**src/rtl/nv_commit_pkg.sv**
```systemverilog
package nv_commit_pkg;

    typedef enum logic [1:0] {
        ST_LOAD  = 2'd0,
        ST_IDLE  = 2'd1,
        ST_WRITE = 2'd2
    } ctl_state_t;

    // Factory image: revision code at byte 0, index in the upper nibble elsewhere
    function automatic logic [7:0] factory_byte(input int unsigned idx, input logic [7:0] rev);
        logic [3:0] lo;
        lo = idx[3:0];
        if (idx == 0) return rev;
        return {lo, 4'h0};
    endfunction

endpackage

```
**src/rtl/nv_store.sv**
```systemverilog
module nv_store
    import nv_commit_pkg::*;
#(
    parameter int          N_BYTES  = 16,
    parameter int          AW       = 4,
    parameter logic [7:0]  REV_CODE = 8'h21
) (
    input  logic                 clk,
    input  logic                 fact_rst_n,
    input  logic                 we,
    input  logic [AW-1:0]        waddr,
    input  logic [7:0]           wdata,
    output logic [N_BYTES*8-1:0] mem_flat
);

    logic [7:0] mem [N_BYTES];

    always_ff @(posedge clk or negedge fact_rst_n) begin
        if (!fact_rst_n) begin
            for (int i = 0; i < N_BYTES; i++) begin
                mem[i] <= factory_byte(unsigned'(i), REV_CODE);
            end
        end else if (we && (32'(waddr) < N_BYTES)) begin
            mem[waddr] <= wdata;
        end
    end

    for (genvar g = 0; g < N_BYTES; g++) begin : g_flat
        assign mem_flat[g*8 +: 8] = mem[g];
    end

endmodule

```
**src/rtl/cfg_regs.sv**
```systemverilog
module cfg_regs #(
    parameter int N_BYTES   = 16,
    parameter int AW        = 4,
    parameter int STAT_ADDR = 1,
    parameter int STAT_BIT  = 6
) (
    input  logic                 clk,
    input  logic                 rst_n,
    input  logic                 host_we,
    input  logic [AW-1:0]        host_addr,
    input  logic [7:0]           host_data,
    input  logic                 load_we,
    input  logic [AW-1:0]        load_addr,
    input  logic [7:0]           load_data,
    input  logic                 busy,
    input  logic [AW-1:0]        raddr,
    output logic [7:0]           rdata,
    output logic [N_BYTES*8-1:0] vol_flat
);

    localparam logic [7:0] STAT_MASK = ~(8'(1) << STAT_BIT);

    logic [7:0] vol [N_BYTES];
    logic       host_ok;
    logic [7:0] host_val;

    assign host_ok  = host_we && (host_addr != '0) && (32'(host_addr) < N_BYTES);
    assign host_val = (32'(host_addr) == STAT_ADDR) ? (host_data & STAT_MASK) : host_data;

    always_ff @(posedge clk or negedge rst_n) begin
        if (!rst_n) begin
            for (int i = 0; i < N_BYTES; i++) begin
                vol[i] <= '0;
            end
        end else if (load_we) begin
            vol[load_addr] <= load_data;
        end else if (host_ok) begin
            vol[host_addr] <= host_val;
        end
    end

    always_comb begin
        rdata = '0;
        if (32'(raddr) < N_BYTES) begin
            rdata = vol[raddr];
            if (32'(raddr) == STAT_ADDR) begin
                rdata[STAT_BIT] = busy;
            end
        end
    end

    for (genvar g = 0; g < N_BYTES; g++) begin : g_flat
        assign vol_flat[g*8 +: 8] = vol[g];
    end

endmodule

```
**src/rtl/commit_fsm.sv**
```systemverilog
module commit_fsm
    import nv_commit_pkg::*;
#(
    parameter int N_BYTES = 16,
    parameter int AW      = 4,
    parameter int WR_LAT  = 4,
    parameter int LAT_W   = 3
) (
    input  logic          clk,
    input  logic          rst_n,
    input  logic          ctrl_bit,
    input  logic          lock_stored,
    output ctl_state_t    state_o,
    output logic [AW-1:0] idx_o,
    output logic          load_we,
    output logic          nv_we,
    output logic          host_open,
    output logic          busy
);

    ctl_state_t       state_q, state_d;
    logic [AW-1:0]    idx_q;
    logic [LAT_W-1:0] tmr_q;
    logic             prev_q;
    logic             last_idx, tick, start;

    assign last_idx = (32'(idx_q) == N_BYTES - 1);
    assign tick     = (32'(tmr_q) == WR_LAT - 1);
    assign start    = ctrl_bit && !prev_q && !lock_stored;

    always_comb begin
        state_d = state_q;
        unique case (state_q)
            ST_LOAD:  state_d = last_idx ? ST_IDLE : ST_LOAD;
            ST_IDLE:  state_d = start ? ST_WRITE : ST_IDLE;
            ST_WRITE: state_d = (tick && last_idx) ? ST_IDLE : ST_WRITE;
            default:  state_d = ST_LOAD;
        endcase
    end

    always_ff @(posedge clk or negedge rst_n) begin
        if (!rst_n) state_q <= ST_LOAD;
        else        state_q <= state_d;
    end

    always_ff @(posedge clk or negedge rst_n) begin
        if (!rst_n) begin
            idx_q  <= '0;
            tmr_q  <= '0;
            prev_q <= 1'b1;
        end else begin
            prev_q <= (state_q == ST_IDLE) ? ctrl_bit : 1'b1;
            unique case (state_q)
                ST_LOAD: idx_q <= last_idx ? '0 : idx_q + 1'b1;
                ST_IDLE: begin
                    tmr_q <= '0;
                    if (start) idx_q <= AW'(1);
                end
                ST_WRITE: begin
                    if (tick) begin
                        tmr_q <= '0;
                        idx_q <= last_idx ? '0 : idx_q + 1'b1;
                    end else begin
                        tmr_q <= tmr_q + 1'b1;
                    end
                end
                default: idx_q <= '0;
            endcase
        end
    end

    always_comb begin
        load_we   = (state_q == ST_LOAD);
        nv_we     = (state_q == ST_WRITE) && tick;
        host_open = (state_q == ST_IDLE);
        busy      = (state_q == ST_WRITE);
    end

    assign state_o = state_q;
    assign idx_o   = idx_q;

endmodule

```
**src/rtl/nv_commit_ctrl.sv**
```systemverilog
module nv_commit_ctrl
    import nv_commit_pkg::*;
#(
    parameter int         N_BYTES   = 16,
    parameter int         WR_LAT    = 4,
    parameter logic [7:0] REV_CODE  = 8'h21,
    parameter int         CTRL_ADDR = 6,
    parameter int         CTRL_BIT  = 0,
    parameter int         STAT_ADDR = 1,
    parameter int         STAT_BIT  = 6,
    parameter int         LOCK_BIT  = 5,
    localparam int        AW        = $clog2(N_BYTES),
    localparam int        LAT_W     = $clog2(WR_LAT + 1)
) (
    input  logic          clk,
    input  logic          fact_rst_n,
    input  logic          rst_n,
    input  logic          reg_we,
    input  logic [AW-1:0] reg_waddr,
    input  logic [7:0]    reg_wdata,
    input  logic [AW-1:0] reg_raddr,
    output logic [7:0]    reg_rdata,
    output logic          nv_busy
);

    ctl_state_t           state;
    logic [AW-1:0]        idx;
    logic                 load_we, nv_we, host_open;
    logic [N_BYTES*8-1:0] vol_flat;
    logic [N_BYTES*8-1:0] store_flat;
    logic                 ctrl_bit, lock_stored;
    logic [7:0]           load_data, nv_wdata, store_byte0;

    assign ctrl_bit    = vol_flat[CTRL_ADDR*8 + CTRL_BIT];
    assign lock_stored = store_flat[STAT_ADDR*8 + LOCK_BIT];
    assign load_data   = store_flat[32'(idx)*8 +: 8];
    assign nv_wdata    = vol_flat[32'(idx)*8 +: 8];
    assign store_byte0 = store_flat[7:0];

    commit_fsm #(
        .N_BYTES(N_BYTES), .AW(AW), .WR_LAT(WR_LAT), .LAT_W(LAT_W)
    ) i_fsm (
        .clk(clk), .rst_n(rst_n), .ctrl_bit(ctrl_bit), .lock_stored(lock_stored),
        .state_o(state), .idx_o(idx), .load_we(load_we), .nv_we(nv_we),
        .host_open(host_open), .busy(nv_busy)
    );

    cfg_regs #(
        .N_BYTES(N_BYTES), .AW(AW), .STAT_ADDR(STAT_ADDR), .STAT_BIT(STAT_BIT)
    ) i_regs (
        .clk(clk), .rst_n(rst_n),
        .host_we(reg_we && host_open), .host_addr(reg_waddr), .host_data(reg_wdata),
        .load_we(load_we), .load_addr(idx), .load_data(load_data),
        .busy(nv_busy), .raddr(reg_raddr), .rdata(reg_rdata), .vol_flat(vol_flat)
    );

    nv_store #(
        .N_BYTES(N_BYTES), .AW(AW), .REV_CODE(REV_CODE)
    ) i_store (
        .clk(clk), .fact_rst_n(fact_rst_n), .we(nv_we), .waddr(idx),
        .wdata(nv_wdata), .mem_flat(store_flat)
    );

endmodule

```
**config.mk**
```make
export PLATFORM = sky130hd
export DESIGN_NAME = nv_commit_ctrl
export DESIGN_NICKNAME = d
export VERILOG_FILES = /design/src/rtl/nv_commit_pkg.sv /design/src/rtl/nv_store.sv /design/src/rtl/cfg_regs.sv /design/src/rtl/commit_fsm.sv /design/src/rtl/nv_commit_ctrl.sv
export SDC_FILE = /design/constraint.sdc
export NUM_CORES = 1
export LEC_CHECK = 0
export BUFFER_PORTS_ARGS = -buffer_cell sky130_fd_sc_hd__buf_2
export CORE_ASPECT_RATIO = 1.2
export CORE_MARGIN = 3
export CORE_UTILIZATION = 63
export CTS_CLUSTER_DIAMETER = 150
export DETAILED_ROUTE_END_ITERATION = 8
export PLACE_DENSITY = 0.9
export SLEW_MARGIN = 25
export SYNTH_ARGS = -nofsm -noshare
export SYNTH_HDL_FRONTEND = slang
export SYNTH_SLANG_ARGS = --single-unit
```
**constraint.sdc**
```tcl
create_clock -name clk -period 3.5 [get_ports clk]
set_clock_uncertainty 0.1 [all_clocks]
set_input_delay 0.35 -clock clk [delete_from_list [all_inputs] [get_ports clk]]
set_output_delay 0.35 -clock clk [all_outputs]
set_load 0.01 [all_outputs]
```
==> run summary, run 1 <==
The run finished with clean final reports. The number of enable-type register cells in the synthesized netlist came out at 0. The number of buffers between clock root and the deepest sink came out at 3. The number of port buffers came out at 28.

The post-synthesis adder-cell area fraction came out at less than 1%. The start-to-end type of the worst setup path is reg2out. In this run the critical register-to-register path is launched from i_fsm.state_o[0]$_DFF_PN0_. The worst ir drop on vdd is between 400 and 500 µV.

The die span in y came out at around 170 µm. The via count of the routed design is between 10000 and 15000. In the final routed layout, each cell accounts on average for between 30 and 40 µm. The most critical setup path has its endpoint at reg_rdata[6]. The worst setup path is launched from a flop. The leakage power summed over all cells is approximately 0.0071 µW. The clock sink count came out at around 270. The post-route netlist has 36.3% of its cells at a drive strength greater than 1. Summed over all instances, the cell type with the most area after synthesis is sky130_fd_sc_hd__dfrtp_1. The wire length of the first global-routing pass came out at around 65 mm. At the worst endpoint, the arrival time is 2.62 ns.

The number of nets in the layout came out at about 1100. The number of unique standard cell types used by synthesis is 64. The combined area of all synthesized cells is around 0.014 mm². The via count of the first global-routing pass came out at about 11000.

The compound-cell area share of the yosys netlist came out at roughly 11%. Setup violations remaining at the end of the flow were counted as 0. The headroom to the max-slew limit came out at between 20% and 30%. The count of TritonRoute iterations in the first routing pass is 7. The remaining number of nets flagged by the antenna check after routing is 0.

The overall global routing resource usage came out at between 30% and 40%. In this design, the critical path's most frequently occurring cell is sky130_fd_sc_hd__mux4_2. The die covers around 0.024 mm². The number of buffers added by the clock tree synthesis step is 27. After synthesis, the largest family of logic cells by area is multiplexers. The number of synthesis warnings is 0. The share of the yosys chip area belonging to registers came out at 47.1%.

The clock tree from TritonCTS is built. Summed over all layers, the global routing overflow is 0. The fraction of the cycle the final worst path needs is 87.6%.

In this run, synthesis produced a sequential element count of between 200 and 300. Of all flip-flops after synthesis, the portion carrying an async set or reset was 100%. The placed wire-length estimate after detailed placement came out at 28.9 mm.

Clock-pin slew was measured on the worst setup and hold paths at roughly 0.06 ns. The kind of end point of the critical path is an output pin. The die span in x is approximately 140 µm. The number of placement rows came out at a little under 60. The synthesized netlist devotes 0% of its cell area to XOR and XNOR gates. The worst hold path belongs to the class in2reg. The critical path goes through inv_1 > ha_1 > mux4_2 > mux4_2 > buf_2. After routing the design area is approximately 0.016 mm². The transition time at the pin with the least slew margin is ~1.1 ns.

The quantity of gates resized following cts came out at 0. The first routing iteration left between 1000 and 1500 violations. By area the synthesized netlist is led by sky130_fd_sc_hd__dfrtp_1 (41%), sky130_fd_sc_hd__mux4_2 (14%), sky130_fd_sc_hd__mux2_2 (12%). The number of buffers inserted to repair setup after CTS came out at 0. The initial core utilization is about 65%. Setup repair after global routing left no endpoint under its margin. The I/O pin total came out at 29.

The highest clock rate is around 330 MHz. At the later pin of the worst-skew pair, clock insertion delay measures approximately 0.55 ns. The count of final max-slew check failures came out at 0. The total buffers and inverters traversed by the critical path is 2.

The critical-path maximum fanout came out at 10. In this run the number of cells on the critical path is 5. The endpoint identified for the worst register-to-register timing path is i_regs.vol_flat[47]$_DFFE_PN0P_.

Setup slack on the worst reg-to-reg path comes out at about 0.48 ns. The synthesized-area fraction occupied by and/or/nand/nor cells came out at 8.92%. The CTS root buffer is sky130_fd_sc_hd__clkbuf_16.

The number of hold buffers added after CTS is 2. The number of remaining DRC errors came out at 0. Of the post-synthesis cell area, the part taken by muxes is about 29%. The length in cells of the worst reg-to-reg path is 7. The required time of the critical path is about 3.1 ns. The average cell area after synthesis is around 13 µm². Entering global routing, the biggest net connects about 120 pins.

The top cell type's share of synthesized area came out at approximately two fifths. After detailed routing, the number of vias per cell comes to 7.50. For this run, the leading register cell type out of synthesis is sky130_fd_sc_hd__dfrtp_1. The final-layout worst hold slack is between 0.06 and 0.07 ns.

The H-tree depth reported by CTS is 1. The power per cell area is 561 mW/mm². The area growth from synthesis to layout is 10.4%. The largest individual stage delay along the critical path comes from the cell sky130_fd_sc_hd__mux4_2. The instance area after placement is between 0.01 and 0.015 mm². The worst path needs around 3.1 ns of the cycle, external delays included. The final total negative setup slack is 0 ns.

Among cell families on the critical path, the largest total delay comes from multiplexers. The initial antenna violation count is 2. The area of the core region is ~0.022 mm². The critical path's largest stage delay is 0.54 ns. Synthesis handed over a netlist of around 1100 instances. In this run the worst setup path begins at i_fsm.state_o[0]$_DFF_PN0_. The reported max-cap violation count came out at 0. The number of nets in the synthesized netlist is around 1100. The number of failing hold endpoints at the final stage is 0.

Routability-driven placement finished with a final weighted congestion of slightly above 1. Summed over all layers, the routed wires come to between 40 and 50 mm. The total chip power came out at ~8800 µW.
==> final cells by class <==
type                            count  area (µm²)
Antenna cell                        1        2.50
Clock buffer                       47         851
Clock inverter                      3        43.8
Fill cell                        1458        6230
Inverter                           37         139
Multi-Input combinational cell    707        7090
Sequential cell                   266        6710
Tap cell                          274         343
Timing Repair Buffer               71         527
==> kinds of logic after synthesis <==
family | Yosys count
buffers and inverters | 93
AO/OA/AOI/OAI | 191
adder cells (fa/ha/maj) | 9
multiplexers | 264
AND/OR/NAND/NOR | 243
flip-flops | 266
==> synth_stat cells, types with 6 or more instances <==
master / n
sky130_fd_sc_hd__nand3_1: 11
sky130_fd_sc_hd__buf_2: 20
sky130_fd_sc_hd__nor2b_1: 21
sky130_fd_sc_hd__o22ai_1: 7
sky130_fd_sc_hd__ha_1: 9
sky130_fd_sc_hd__nor2_2: 12
sky130_fd_sc_hd__and2_1: 33
sky130_fd_sc_hd__nand2b_1: 10
sky130_fd_sc_hd__inv_1: 37
sky130_fd_sc_hd__mux2i_1: 17
sky130_fd_sc_hd__a211oi_1: 7
sky130_fd_sc_hd__a21o_1: 6
sky130_fd_sc_hd__dfrtp_1: 231
sky130_fd_sc_hd__nand2_1: 75
sky130_fd_sc_hd__mux4_2: 91
sky130_fd_sc_hd__o21ai_0: 15
sky130_fd_sc_hd__a22o_1: 14
sky130_fd_sc_hd__nor2_1: 44
sky130_fd_sc_hd__o221ai_1: 24
sky130_fd_sc_hd__dfstp_2: 35
sky130_fd_sc_hd__a221o_1: 56
sky130_fd_sc_hd__mux4_1: 6
sky130_fd_sc_hd__a22oi_1: 23
sky130_fd_sc_hd__clkbuf_1: 22
sky130_fd_sc_hd__a21oi_1: 11
sky130_fd_sc_hd__mux2_2: 149
==> report_power, final <==
part / switching, µW / total, µW / leakage (µW) / internal [µW]
clock: 1220 / 2930 / 0.000439 / 1710
combinational: 1210 / 2170 / 0.00307 / 957
sequential: 311 / 3710 / 0.00354 / 3400
total: 2740 / 8810 / 0.00705 / 6070
==> tightest hold or removal path, cell delays in order <==
cell	delay, ns
sky130_fd_sc_hd__buf_2	0.16
sky130_fd_sc_hd__a32oi_1	0.11
sky130_fd_sc_hd__nand2_1	0.06
==> sequential cells by signal, summed over array words and instances (netlist names) <==
name              count
i_fsm.idx_o           4
i_fsm.prev_q          1
i_fsm.state_o         2
i_fsm.tmr_q           3
i_regs.vol_flat     128
i_store.mem_flat    128
==> cell usage in the layout, fill, tap and decap left out, drive strengths merged, types with 3 or more instances in the layout <==
cell type / instances
a22o: 14
and2: 33
and3b: 3
a211oi: 7
a21o: 6
o21a: 3
o31ai: 4
nand3: 11
or4: 3
o22ai: 8
nand4bb: 3
a41oi: 4
o21ai: 16
a21oi: 11
buf: 69
o211ai: 4
nand2b: 10
nor4: 4
mux2: 150
nand4: 5
nor2b: 21
mux4: 97
and3: 5
a221o: 56
dfstp: 35
dfrtp: 231
o221ai: 24
mux2i: 17
o2111a: 3
clkbuf: 47
nor3: 5
nand2: 75
ha: 9
a22oi: 23
inv: 38
nor2: 56
==> metrics by stage <==
stage | std cells | setup WS [ns] | utilization (%)
floorplan | 1066 | 1.03 | -
global placement | 1353 | 0.265 | 67.4
detailed placement | 1353 | 0.618 | 67.4
CTS | 1405 | 0.464 | 71.6
global route | 1405 | 0.407 | 71.6
finish | 1406 | 0.434 | 71.6
==> how the worst min path moves through the flow <==
stage	from	to	slack, ns	cells after the start
after global routing	reg_wdata[6]	i_regs.vol_flat[94]$_DFFE_PN0P_	0.06	3
after detailed placement	fact_rst_n	i_store.mem_flat[55]$_DFFE_PN0P_	0.11	1
after floorplan	rst_n	i_fsm.idx_o[0]$_DFFE_PN0P_	-0.05	0
after CTS	reg_wdata[6]	i_regs.vol_flat[94]$_DFFE_PN0P_	0.05	3
final	reg_wdata[6]	i_regs.vol_flat[94]$_DFFE_PN0P_	0.06	3
after global placement	fact_rst_n	i_store.mem_flat[55]$_DFFE_PN0P_	0.11	1
==> layer usage <==
metal | vias up | wire (µm) | track usage, %
met1 | 5342 | 14700 | 46.0
met3 | 222 | 4700 | 7.91
li1 | 4228 | - | -
met5 | - | 13 | 0
met4 | 2 | 3150 | 20.9
met2 | 756 | 20300 | 56.0
Note: power is estimated with default switching activity, not from simulation.
==> run 2: changes to the inputs <==
- CORE_UTILIZATION: 63 -> 45
- PLACE_DENSITY: 0.9 -> 0.7
- SKIP_LAST_GASP: unset -> 1
==> run summary, run 2 (synthesized netlist as in run 1, its figures left out) <==
STA classifies the critical path startpoint as a flop. The kind of end point of the critical path is an output pin. The number of endpoints failing setup at the final stage is 0 (unchanged). The tree is rooted in a sky130_fd_sc_hd__clkbuf_16. The full die area is 0.0338 mm² (+38%). The number of buffers inserted to repair setup after CTS is 0 (unchanged). The reported max-cap violation count was 0 (unchanged).

In this run the worst hold path is classified as in2reg. The final critical delay including setup and external delays is 3.06 ns (-0.00579 ns). The initial core utilization is 46.1% (-19 points). The number of port buffers is 28 (unchanged). The I/O pin total is 29 (unchanged).

The number of buffers added by the clock tree synthesis step is 29 (+7.4%). The overall global routing resource usage is 24.3% (-11 points). The flip-flop and latch area was 0.00671 mm² (unchanged). The filler cell count in the final layout came out at 2560 (+76%). The count of antenna diodes in the layout came out at 0 (-1).

The area of the core region came to 0.0308 mm² (+41%). The initial antenna violation count came out at 1 (-1). Setup repair after global routing left no endpoint under its margin. The source-to-sink clock delay at the later pin of the worst-skew pair came out at 0.55 ns (about the same). The post-synthesis to final-layout area growth is 12.2%.

The placed wire-length estimate after detailed placement came out at 29.7 mm (+3.0%). The vias per cell is 6.56 (-13%). The share of cells above drive strength 1 is 37.0% (+0.70 points).

The via count of the routed design is 10100 (-4.3%). The required time of the critical path is 3.05 ns (about the same). The number of nets in the layout came to 1148 (+0.79%). The top cell types in the final layout, fill and taps aside, are sky130_fd_sc_hd__dfrtp_1 (229), sky130_fd_sc_hd__mux2_2 (149), sky130_fd_sc_hd__mux4_2 (91), sky130_fd_sc_hd__nand2_1 (75), sky130_fd_sc_hd__a221o_1 (56). The die span in x came to 168 µm (+18%).

The worst ir drop on vdd was 510 µV (+11%). The remaining number of nets flagged by the antenna check after routing was 0 (unchanged). The data arrival at the endpoint of the critical path came out at 2.61 ns (about the same). The number of failing hold endpoints at the final stage is 0 (unchanged). The number of placement rows came to 70 (+19%). The pin count of the biggest net entering global routing is 85 (-27%). The count of TritonRoute iterations in the first routing pass came out at 6 (-1). The transition time at the pin with the least slew margin came to 0.943 ns (-0.118 ns).

The die span in y was 201 µm (+18%). The run finished with clean final reports. The most frequent standard cell in the layout excluding fill and tap cells is sky130_fd_sc_hd__dfrtp_1. The final total negative setup slack came out at 0 ns (unchanged).

The H-tree depth reported by CTS was 1 (unchanged). The routed wirelength normalized by instance count is 26.6 µm (-12%). TritonCTS built the clock tree. The critical-path maximum fanout came out at 10 (unchanged). The leakage power summed over all cells is 0.00712 µW (+1.0%). The wire length of the first global-routing pass is 64.1 mm (-2.0%).

The number of hold buffers added after CTS is 2 (unchanged). The highest clock rate is 327 MHz (+0.19%). The headroom to the max-slew limit is 37.0% (+7.9 points). The multi-input combinational cell area is 0.00707 mm² (-0.18%). The critical path is of the reg2out type. The power per cell area came out at 563 mW/mm² (+0.39%). The quantity of gates resized following cts is 0 (unchanged).

The count of final max-slew check failures came out at 0 (unchanged). The clock sink count came out at 266 (unchanged). The overall overflow remaining after global route came out at 0 (unchanged).

The global placer's final weighted congestion is 0.986 (-3.6%). The clock input transition at the sequential cells of the worst setup and hold paths is 0.06 ns (about the same). The total chip power is 8990 µW (+2.1%). The final wirelength came out at 41.0 mm (-4.3%).

The number of buffers between clock root and the deepest sink was 3 (unchanged). The via count of the first global-routing pass is 10400 (-4.9%). The fraction of the cycle the final worst path needs is 87.4% (-0.17 points). The number of remaining DRC errors is 0 (unchanged).

The DRC violation total after the first TritonRoute iteration came out at 984 (-28%).
[run 2: cell count changes in the layout (fill, tap and decap cells not counted), moves of 2 or more]
cell                        before  now
sky130_fd_sc_hd__buf_4          38   46
sky130_fd_sc_hd__bufinv_16       1    3
sky130_fd_sc_hd__clkbuf_1       10    7
sky130_fd_sc_hd__clkbuf_16      27   29
sky130_fd_sc_hd__clkbuf_8       10    6
sky130_fd_sc_hd__clkinv_2        1    6
[run 2: per-layer routing]
layer / global-route usage [%] / part of all wire, % / vias to the layer above
met5: 0 / 0 / -
met4: 11.8 / 5.9 / 0
met3: 3.98 / 6.7 / 123
met2: 39.5 / 48 / 470
met1: 31.8 / 39 / 5252
li1: - / - / 4250
[run 2: final timing paths]
kind | startpoint | end | slack, ns | cells past startpoint
setup reg to reg | i_fsm.state_o[0]$_DFF_PN0_ | i_regs.vol_flat[38]$_DFFE_PN0P_ | 0.65 | 8
min in group asynchronous | rst_n | i_fsm.tmr_q[0]$_DFFE_PN0P_ | 0.34 | 2
max in group asynchronous | rst_n | i_regs.vol_flat[2]$_DFFE_PN0P_ | 2.11 | 3
hold reg to reg | i_fsm.tmr_q[0]$_DFFE_PN0P_ | i_fsm.tmr_q[0]$_DFFE_PN0P_ | 0.39 | 1
hold / removal | reg_wdata[6] | i_regs.vol_flat[94]$_DFFE_PN0P_ | 0.10 | 3
setup / recovery | i_fsm.state_o[0]$_DFF_PN0_ | reg_rdata[6] | 0.44 | 5
[run 2: area by class of cell]
class,instances,area share [%]
clock buffer,42,5.23
tap,396,3.10
clock inverter,12,0.909
inverter,37,0.870
multi-input combinational,707,44.3
sequential,266,42.0
timing repair buffer,78,3.55
[run 2: metrics by stage]
stage	cells	utilization [%]	cell area, µm²	hold WS, ns	worst slack (ns)
global route	1538	51.8	16000	0.0989	0.393
finish	1538	51.8	16000	0.102	0.440
floorplan	1066	-	14200	-0.0456	1.03
detailed placement	1482	48.5	15000	0.363	0.689
global placement	1482	48.5	15000	0.357	0.740
CTS	1538	51.8	16000	0.0738	0.446
[run 2: where the power goes]
part           leakage [µW]  internal (µW)  switching (µW)
Sequential          0.00354           3400             344
Clock              0.000484           1870            1260
Combinational       0.00310            981            1130
Total               0.00712           6260            2730
[run 2: worst max-delay path, cell delays in order, from the launching register on]
cell                      delay (ns)
sky130_fd_sc_hd__dfrtp_1        0.42
sky130_fd_sc_hd__inv_1          0.09
sky130_fd_sc_hd__ha_1           0.38
sky130_fd_sc_hd__mux4_2         0.52
sky130_fd_sc_hd__mux4_2         0.50
sky130_fd_sc_hd__buf_2          0.16
